`config.mk`:
```
export PLATFORM = sky130hd
export DESIGN_NAME = sample_framer
export DESIGN_NICKNAME = d
export VERILOG_FILES = /design/src/rtl/sfs_pkg.sv /design/src/rtl/frame_packer.sv /design/src/rtl/frame_scrambler.sv /design/src/rtl/sample_framer.sv
export SDC_FILE = /design/constraint.sdc
export NUM_CORES = 1
export LEC_CHECK = 0
export BUFFER_PORTS_ARGS = -buffer_cell sky130_fd_sc_hd__buf_2
export CORE_UTILIZATION = 38
export CTS_CLUSTER_SIZE = 40
export DETAILED_ROUTE_END_ITERATION = 10
export GPL_TIMING_DRIVEN = 0
export MAX_ROUTING_LAYER = met4
export PLACE_DENSITY = 0.55
export REMOVE_ABC_BUFFERS = 1
export SETUP_SLACK_MARGIN = 0.15
export SLEW_MARGIN = 30
export SYNTH_ARGS = -nofsm -noshare
export SYNTH_HDL_FRONTEND = slang
export SYNTH_HIERARCHICAL = 1
export SYNTH_SLANG_ARGS = --single-unit
```
`constraint.sdc`:
```
create_clock -name clk -period 2.3 [get_ports clk]
set_input_delay 0.46 -clock clk [delete_from_list [all_inputs] [get_ports clk]]
set_output_delay 0.46 -clock clk [all_outputs]
set_load 0.01 [all_outputs]
```
`src/rtl/sfs_pkg.sv`:
```
// Shared types for the sample framer.
// Assumes: configuration is sampled together with each frame.
package sfs_pkg;
    // Per-frame configuration bundle.
    typedef struct packed {
        logic oor_tail;   // top tail bit carries the out-of-range flag
        logic scr_en;     // scramble the frame
    } frame_cfg_t;
endpackage

```
`src/rtl/frame_packer.sv`:
```
// Packs one sample and its tail field into a frame, sample in the upper bits.
// Assumes: SAMPLE_W + TAIL_W equals 2*OCTET_W; purely combinational.
module frame_packer #(
    parameter int SAMPLE_W = 12,
    parameter int OCTET_W  = 8,
    parameter int TAIL_W   = 4,
    localparam int FRAME_W = 2 * OCTET_W
) (
    input  logic [SAMPLE_W-1:0] sample_i,
    input  logic                oor_i,
    input  logic                oor_tail_i,
    output logic [FRAME_W-1:0]  frame_o
);
    logic [TAIL_W-1:0] tail;

    // Build the tail: only the top bit may carry the flag, the rest stay zero.
    always_comb begin
        tail               = '0;
        tail[TAIL_W-1]     = oor_i & oor_tail_i;
    end

    // Concatenate sample above tail.
    always_comb frame_o = {sample_i, tail};
endmodule

```
`src/rtl/frame_scrambler.sv`:
```
// Parallel self-synchronizing scrambler, polynomial 1 + x^NEAR + x^FAR.
// Frame bit FRAME_W-1 is the earliest in time. The history holds the last
// FAR scrambled bits; bit 0 of it is the most recent.
// Assumes: adv_i is high only for valid frames with scrambling enabled.
module frame_scrambler #(
    parameter int FRAME_W  = 16,
    parameter int TAP_NEAR = 14,
    parameter int TAP_FAR  = 15,
    localparam int HIST_W  = TAP_FAR,
    localparam int EXT_W   = HIST_W + FRAME_W
) (
    input  logic               clk,
    input  logic               rst_n,
    input  logic               adv_i,
    input  logic               en_i,
    input  logic [FRAME_W-1:0] frame_i,
    output logic [FRAME_W-1:0] frame_o
);
    logic [HIST_W-1:0]  hist_q;
    logic [FRAME_W-1:0] scr;
    logic [EXT_W-1:0]   ext_next;

    // Unroll the serial recurrence, earliest bit first.
    always_comb begin
        logic [EXT_W-1:0] e;
        e = {hist_q, {FRAME_W{1'b0}}};
        for (int i = FRAME_W - 1; i >= 0; i--) begin
            e[i] = frame_i[i] ^ e[i + TAP_NEAR] ^ e[i + TAP_FAR];
        end
        scr = e[FRAME_W-1:0];
    end

    // Select scrambled or raw frame.
    always_comb frame_o = en_i ? scr : frame_i;

    // New history is the most recent HIST_W bits of history followed by output.
    always_comb ext_next = {hist_q, scr};

    // Advance history on scrambled frames only.
    always_ff @(posedge clk) begin
        if (!rst_n)     hist_q <= '0;
        else if (adv_i) hist_q <= ext_next[HIST_W-1:0];
    end

    // History must not move on frames that are idle or unscrambled.
    assert_hist_hold_R7: assert property (@(posedge clk) disable iff (!rst_n)
        !adv_i |=> $stable(hist_q));

    // After an advance, the newest history bit is the last output bit sent.
    assert_hist_newest_R6: assert property (@(posedge clk) disable iff (!rst_n)
        adv_i |=> hist_q[0] == $past(frame_o[0]));
endmodule

```
`src/rtl/sample_framer.sv`:
```
// Top: packs a converter sample into two octets, optionally scrambles, and
// registers the frame with valid and control indicator.
// Assumes: one sample per clock at most; configuration may change per frame.
module sample_framer #(
    parameter int SAMPLE_W = 12,
    parameter int OCTET_W  = 8,
    parameter int TAIL_W   = 4,
    parameter int CTRL_W   = 2,
    localparam int FRAME_W = 2 * OCTET_W,
    localparam int NUM_OCT = FRAME_W / OCTET_W
) (
    input  logic                clk,
    input  logic                rst_n,
    input  logic                smp_valid_i,
    input  logic [SAMPLE_W-1:0] smp_data_i,
    input  logic                smp_oor_i,
    input  logic [CTRL_W-1:0]   smp_ctrl_i,
    input  logic                cfg_oor_tail_i,
    input  logic                cfg_scr_en_i,
    output logic                oct_valid_o,
    output logic [OCTET_W-1:0]  oct_hi_o,
    output logic [OCTET_W-1:0]  oct_lo_o,
    output logic [CTRL_W-1:0]   oct_ctrl_o
);
    import sfs_pkg::*;

    frame_cfg_t          cfg;
    logic [FRAME_W-1:0]  packed_frame;
    logic [FRAME_W-1:0]  line_frame;
    logic                valid_q;
    logic [CTRL_W-1:0]   ctrl_q;
    logic [OCTET_W-1:0]  oct_q [NUM_OCT];

    // Bundle the per-frame configuration.
    always_comb cfg = '{oor_tail: cfg_oor_tail_i, scr_en: cfg_scr_en_i};

    frame_packer #(
        .SAMPLE_W (SAMPLE_W),
        .OCTET_W  (OCTET_W),
        .TAIL_W   (TAIL_W)
    ) u_packer (
        .sample_i   (smp_data_i),
        .oor_i      (smp_oor_i),
        .oor_tail_i (cfg.oor_tail),
        .frame_o    (packed_frame)
    );

    frame_scrambler #(
        .FRAME_W  (FRAME_W),
        .TAP_NEAR (14),
        .TAP_FAR  (15)
    ) u_scrambler (
        .clk     (clk),
        .rst_n   (rst_n),
        .adv_i   (smp_valid_i & cfg.scr_en),
        .en_i    (cfg.scr_en),
        .frame_i (packed_frame),
        .frame_o (line_frame)
    );

    // Valid strobe: one clock of delay.
    always_ff @(posedge clk) begin
        if (!rst_n) valid_q <= 1'b0;
        else        valid_q <= smp_valid_i;
    end

    // Control indicator: captured with each valid frame.
    always_ff @(posedge clk) begin
        if (!rst_n)           ctrl_q <= '0;
        else if (smp_valid_i) ctrl_q <= smp_ctrl_i;
    end

    // One output register per octet lane; lane 0 is the earliest octet.
    for (genvar g = 0; g < NUM_OCT; g++) begin : g_lane
        localparam int HI = FRAME_W - 1 - g * OCTET_W;
        // Capture this lane's octet on a valid frame.
        always_ff @(posedge clk) begin
            if (!rst_n)           oct_q[g] <= '0;
            else if (smp_valid_i) oct_q[g] <= line_frame[HI -: OCTET_W];
        end
    end

    // Drive the ports from the lane registers.
    always_comb begin
        oct_valid_o = valid_q;
        oct_hi_o    = oct_q[0];
        oct_lo_o    = oct_q[NUM_OCT-1];
        oct_ctrl_o  = ctrl_q;
    end

    assert_valid_delay_R8: assert property (@(posedge clk) disable iff (!rst_n)
        smp_valid_i |=> oct_valid_o);
    assert_idle_delay_R8: assert property (@(posedge clk) disable iff (!rst_n)
        !smp_valid_i |=> !oct_valid_o);
    assert_idle_hold_R10: assert property (@(posedge clk) disable iff (!rst_n)
        !smp_valid_i |=> ($stable(oct_hi_o) && $stable(oct_lo_o) && $stable(oct_ctrl_o)));
    assert_ctrl_pass_R9: assert property (@(posedge clk) disable iff (!rst_n)
        smp_valid_i |=> oct_ctrl_o == $past(smp_ctrl_i));
    assert_raw_high_R5: assert property (@(posedge clk) disable iff (!rst_n)
        (smp_valid_i && !cfg_scr_en_i) |=> oct_hi_o == $past(smp_data_i[SAMPLE_W-1 -: OCTET_W]));
    assert_tail_zero_R4: assert property (@(posedge clk) disable iff (!rst_n)
        (smp_valid_i && !cfg_scr_en_i && !cfg_oor_tail_i) |=> oct_lo_o[TAIL_W-1:0] == '0);
endmodule

```
==> Word-level counts from Yosys, hierarchy flattened <==
Memory sizes are Yosys's and may differ from the RTL's.
Index checks and enable logic that the tools add are counted.
{ "totals": {"regBits": 18, "ram_bits": 16, "input_bits": 20, "output_inout_bits": 19, "elab_cells": 44, "mem_count": 1} }
{ "classes": {"mux": 7, "n_bitwise": 33} }
{ "memory_table": {"columns": ["name", "words", "word_bits", "rd", "rd_clocked_by_memory_dff", "wr", "line", "text"], "rows": [
  ["oct_q", 2, 8, 2, 0, 2, "sample_framer.sv:32", "logic [OCTET_W-1:0] oct_q [NUM_OCT];"]
]} }
{ "op_table": {"columns": ["cell", "n"], "rows": [
  ["$xor 1x1->1", 29],
  ["$mux 16", 1],
  ["$mux 8", 2],
  ["$mux 1", 4],
  ["$and 1x1->1", 2],
  ["$or 1x1->1", 2]
]} }

==> Longest topological paths before layout <==
{ "depth": {"word_depth": 5, "ltp_mapped": 7, "ltp_nobuf": 5} }

==> Modules after synthesis <==
Netlist, hierarchy kept.
{ "by_module_without_submodules": {"columns": ["mod", "instances", "cells_each", "area_per_inst_um2", "seq_area_each_um2"], "rows": [
  ["frame_scrambler", 1, 116, 1084.8, 300.3],
  ["sample_framer", 1, 46, 738.2, 540.5],
  ["frame_packer", 1, 17, 122.6, 0.0]
]} }

==> Worst setup path before layout <==
OpenSTA, ideal clock, no wires.
{ "synth_timing": {"path_kind": "input to register", "startpoint": "input smp_data_i[11]", "endpoint": "memory oct_q[1][0] (data pin)", "setup_time_ns": 0.256, "t_arrival_ns": 1.545, "required_time_ns": 2.044, "setup_slack_ns": 0.499, "stages": 5, "path_buffers": 1, "cell_sequence": "buf_4 -> xor2_2 -> xor3_1 -> mux2_2 -> and3_2"} }
{ "synth_rtl": {"columns": ["element", "line", "text"], "rows": [
  ["start, declared", "sample_framer.sv:15", "input logic [SAMPLE_W-1:0] smp_data_i,"],
  ["end, declared", "sample_framer.sv:32", null]
]} }

==> impl_metrics.toml <==
[setup_path]
cp-start-kind = "flip-flop"
worstPathMaxFanout = 4
r2r_start = "u_scrambler/hist_q[12]"
crit_path_end_kind = "flip-flop"
path_class = "flip-flop to flip-flop"
cp.required_ns = 2.34
startpoint = "u_scrambler/hist_q[12]"
r2r_setup_slack_ns = 0.56
worstPathArrival_ns = 1.78

[synth]
synth_warnings = 6
yosysSeqAreaShare = 0.432
syn_area_um2 = 1950
synth-edff-count = 16
ys_types = 25
synth-seq-cells = 34
syn_area_per_cell_um2 = 10.9
synth_top_area_cell = "edfxtp_1"
synth_area_leaders = "edfxtp_1 (25%), dfxtp_1 (19%), xor2_1 (13%)"
syn_inst = 179
synth_top_area_share = 0.247
synth_flop_cell = "dfxtp_1"
async_flop_share = 0

[floorplan]
pin_count = 39
initial_core_util = 0.404
fp.dieArea_um2 = 5410
dieWidth_um = 73.6
core-area_um2 = 4820
die_h_um = 73.6
rows = 25

[clocking]
postCtsSetupBuffers = 0
cts.sinks = 34
hold_buffers = 0
htreeDepth = 2
clock-root-buffer = "clkbuf_8"
cts_tree = "yes"
clkLatencyLatePin_ns = 0.29
path_clk_slew_ns = 0.07
ctsResizeCount = 0
cts_buffers = 5
clockBufferDepth = 2

[global_routing]
grt_max_degree = 38
grt_pass1_vias = 1119
overflow = 0
grt_usage = 0.133
grt_pass1_wl_mm = 5.22
antenna_found_initial = 0

[timing]
relSlewSlack = 0.426
tightest_slew_ns = 0.862
fin_skew_ns = 0.00828
finalHoldViolCount = 0
whs_ns = 0.431
max_freq_ghz = 0.574
tns_ns = 0
setup_viol = 0
period_share = 0.758
drv_slew = 0
period_needed_ns = 1.74
rsz0062_at_grt = "no"

[cells_and_area]
multi_input_area_um2 = 940
final_common_cell = "buf_2"
layout_common_cells = "buf_2 (38), xor2_1 (28), dfxtp_1 (18)"
fin_cells = 269
antennaDiodeCount = 0
seq_area_um2 = 841
fill_cells = 496
syn_to_final_growth_pct = 10.5
design_area_um2 = 2150
drive_above_1_share = 0.287
final_nets = 221

[run]
max_cap_violations = 0

[place]
placed_area_um2 = 2050
finalWeightedCongestion = 0.722
numPortBuffers = 38
hpwlAfterDp_mm = 2.14
dp_cells = 261

[pwr]
p_sw_uw = 407
leakagePower_nw = 1.01
combPwrFrac = 0.204
power_mw = 1.48
pwr-share-clk = 0.312
swShare = 0.274
peakVddDrop_mv = 0.300
seqPwrFrac = 0.484
powerDensity_nw_per_um2 = 691
internal-power_mw = 1.08

[detailed_routing]
drt-wirelength-per-cell_um = 12.2
postRouteAntennaNets = 0
routed_via_density = 4.51
via_count = 1214
drt_first_iter_violations = 53
routed_wl_mm = 3.29
first_pass_iters = 4
drc = 0

[outcome]
status = "completed"

[min_path]
hp-start = "smp_ctrl_i[1]"
worstHoldPathType = "input pin to flip-flop"
## power groups by stage
stage | registers, mW | clock network (mW) | logic (mW)
2_1_floorplan | 0.744 | 0 | 0.199
3_3_place_gp | 0.730 | 0 | 0.300
3_5_place_dp | 0.732 | 0 | 0.305
4_1_cts | 0.719 | 0.477 | 0.307
5_1_grt | 0.724 | 0.502 | 0.337
6_report | 0.718 | 0.463 | 0.303
## cells by family after synthesis
family,after synthesis,share of synthesized area
buf+inv,25,0.0887
simple gates,54,0.162
compound gates,1,0.00386
xor+xnor,47,0.223
other cells,1,0.00193
mux,17,0.0881
flops,34,0.432
## sequential cells by signal (all words and copies together), names as in the netlist
| name | flops |
|---|---|
| oct_q | 16 |
| u_scrambler/hist_q | 15 |
| oct_ctrl_o | 2 |
| oct_valid_o | 1 |
## worst paths after layout
path | end | cells past startpoint
setup / recovery | oct_q[1][0] | 4
hold / removal | oct_ctrl_o[1] | 3
setup reg to reg | oct_q[1][0] | 4
hold reg to reg | oct_ctrl_o[1] | 2
## cell type report
cell class | instances | share of cell area
Clock buffer | 6 | 0.0384
Clock inverter | 2 | 0.00582
Tap cell | 67 | 0.0390
Timing Repair Buffer | 38 | 0.0885
Sequential cell | 34 | 0.391
Multi-Input combinational cell | 122 | 0.437
## routing by layer
layer,global-route usage,wire length [um]
met1,0.156,1510
met2,0.218,1590
met3,0.0425,163
met4,0.0385,31
met5,-,0
## synth_stat cells (2+ instances only)
cell type,instances
and2_2,2
and3_1,8
and3_2,8
buf_2,3
buf_4,15
clkbuf_1,5
dfxtp_1,18
edfxtp_1,16
mux2i_1,16
nand2_1,15
nor2b_1,16
xnor2_1,17
xor2_1,28
## per-stage QoR
stage           util  worst slack (ns)
6_report       0.446             0.557
5_1_grt        0.446             0.487
3_5_place_dp   0.426             0.263
4_1_cts        0.446             0.555
3_3_place_gp   0.426             0.310
2_1_floorplan      -             0.630
## worst max-delay path, cell delays in order, from the launching register on
cell and delay (ns):
dfxtp_1 0.44, xor2_1 0.29, xor3_1 0.30, mux2_2 0.27, and3_2 0.20
Note: power is estimated with default switching activity, not from simulation.
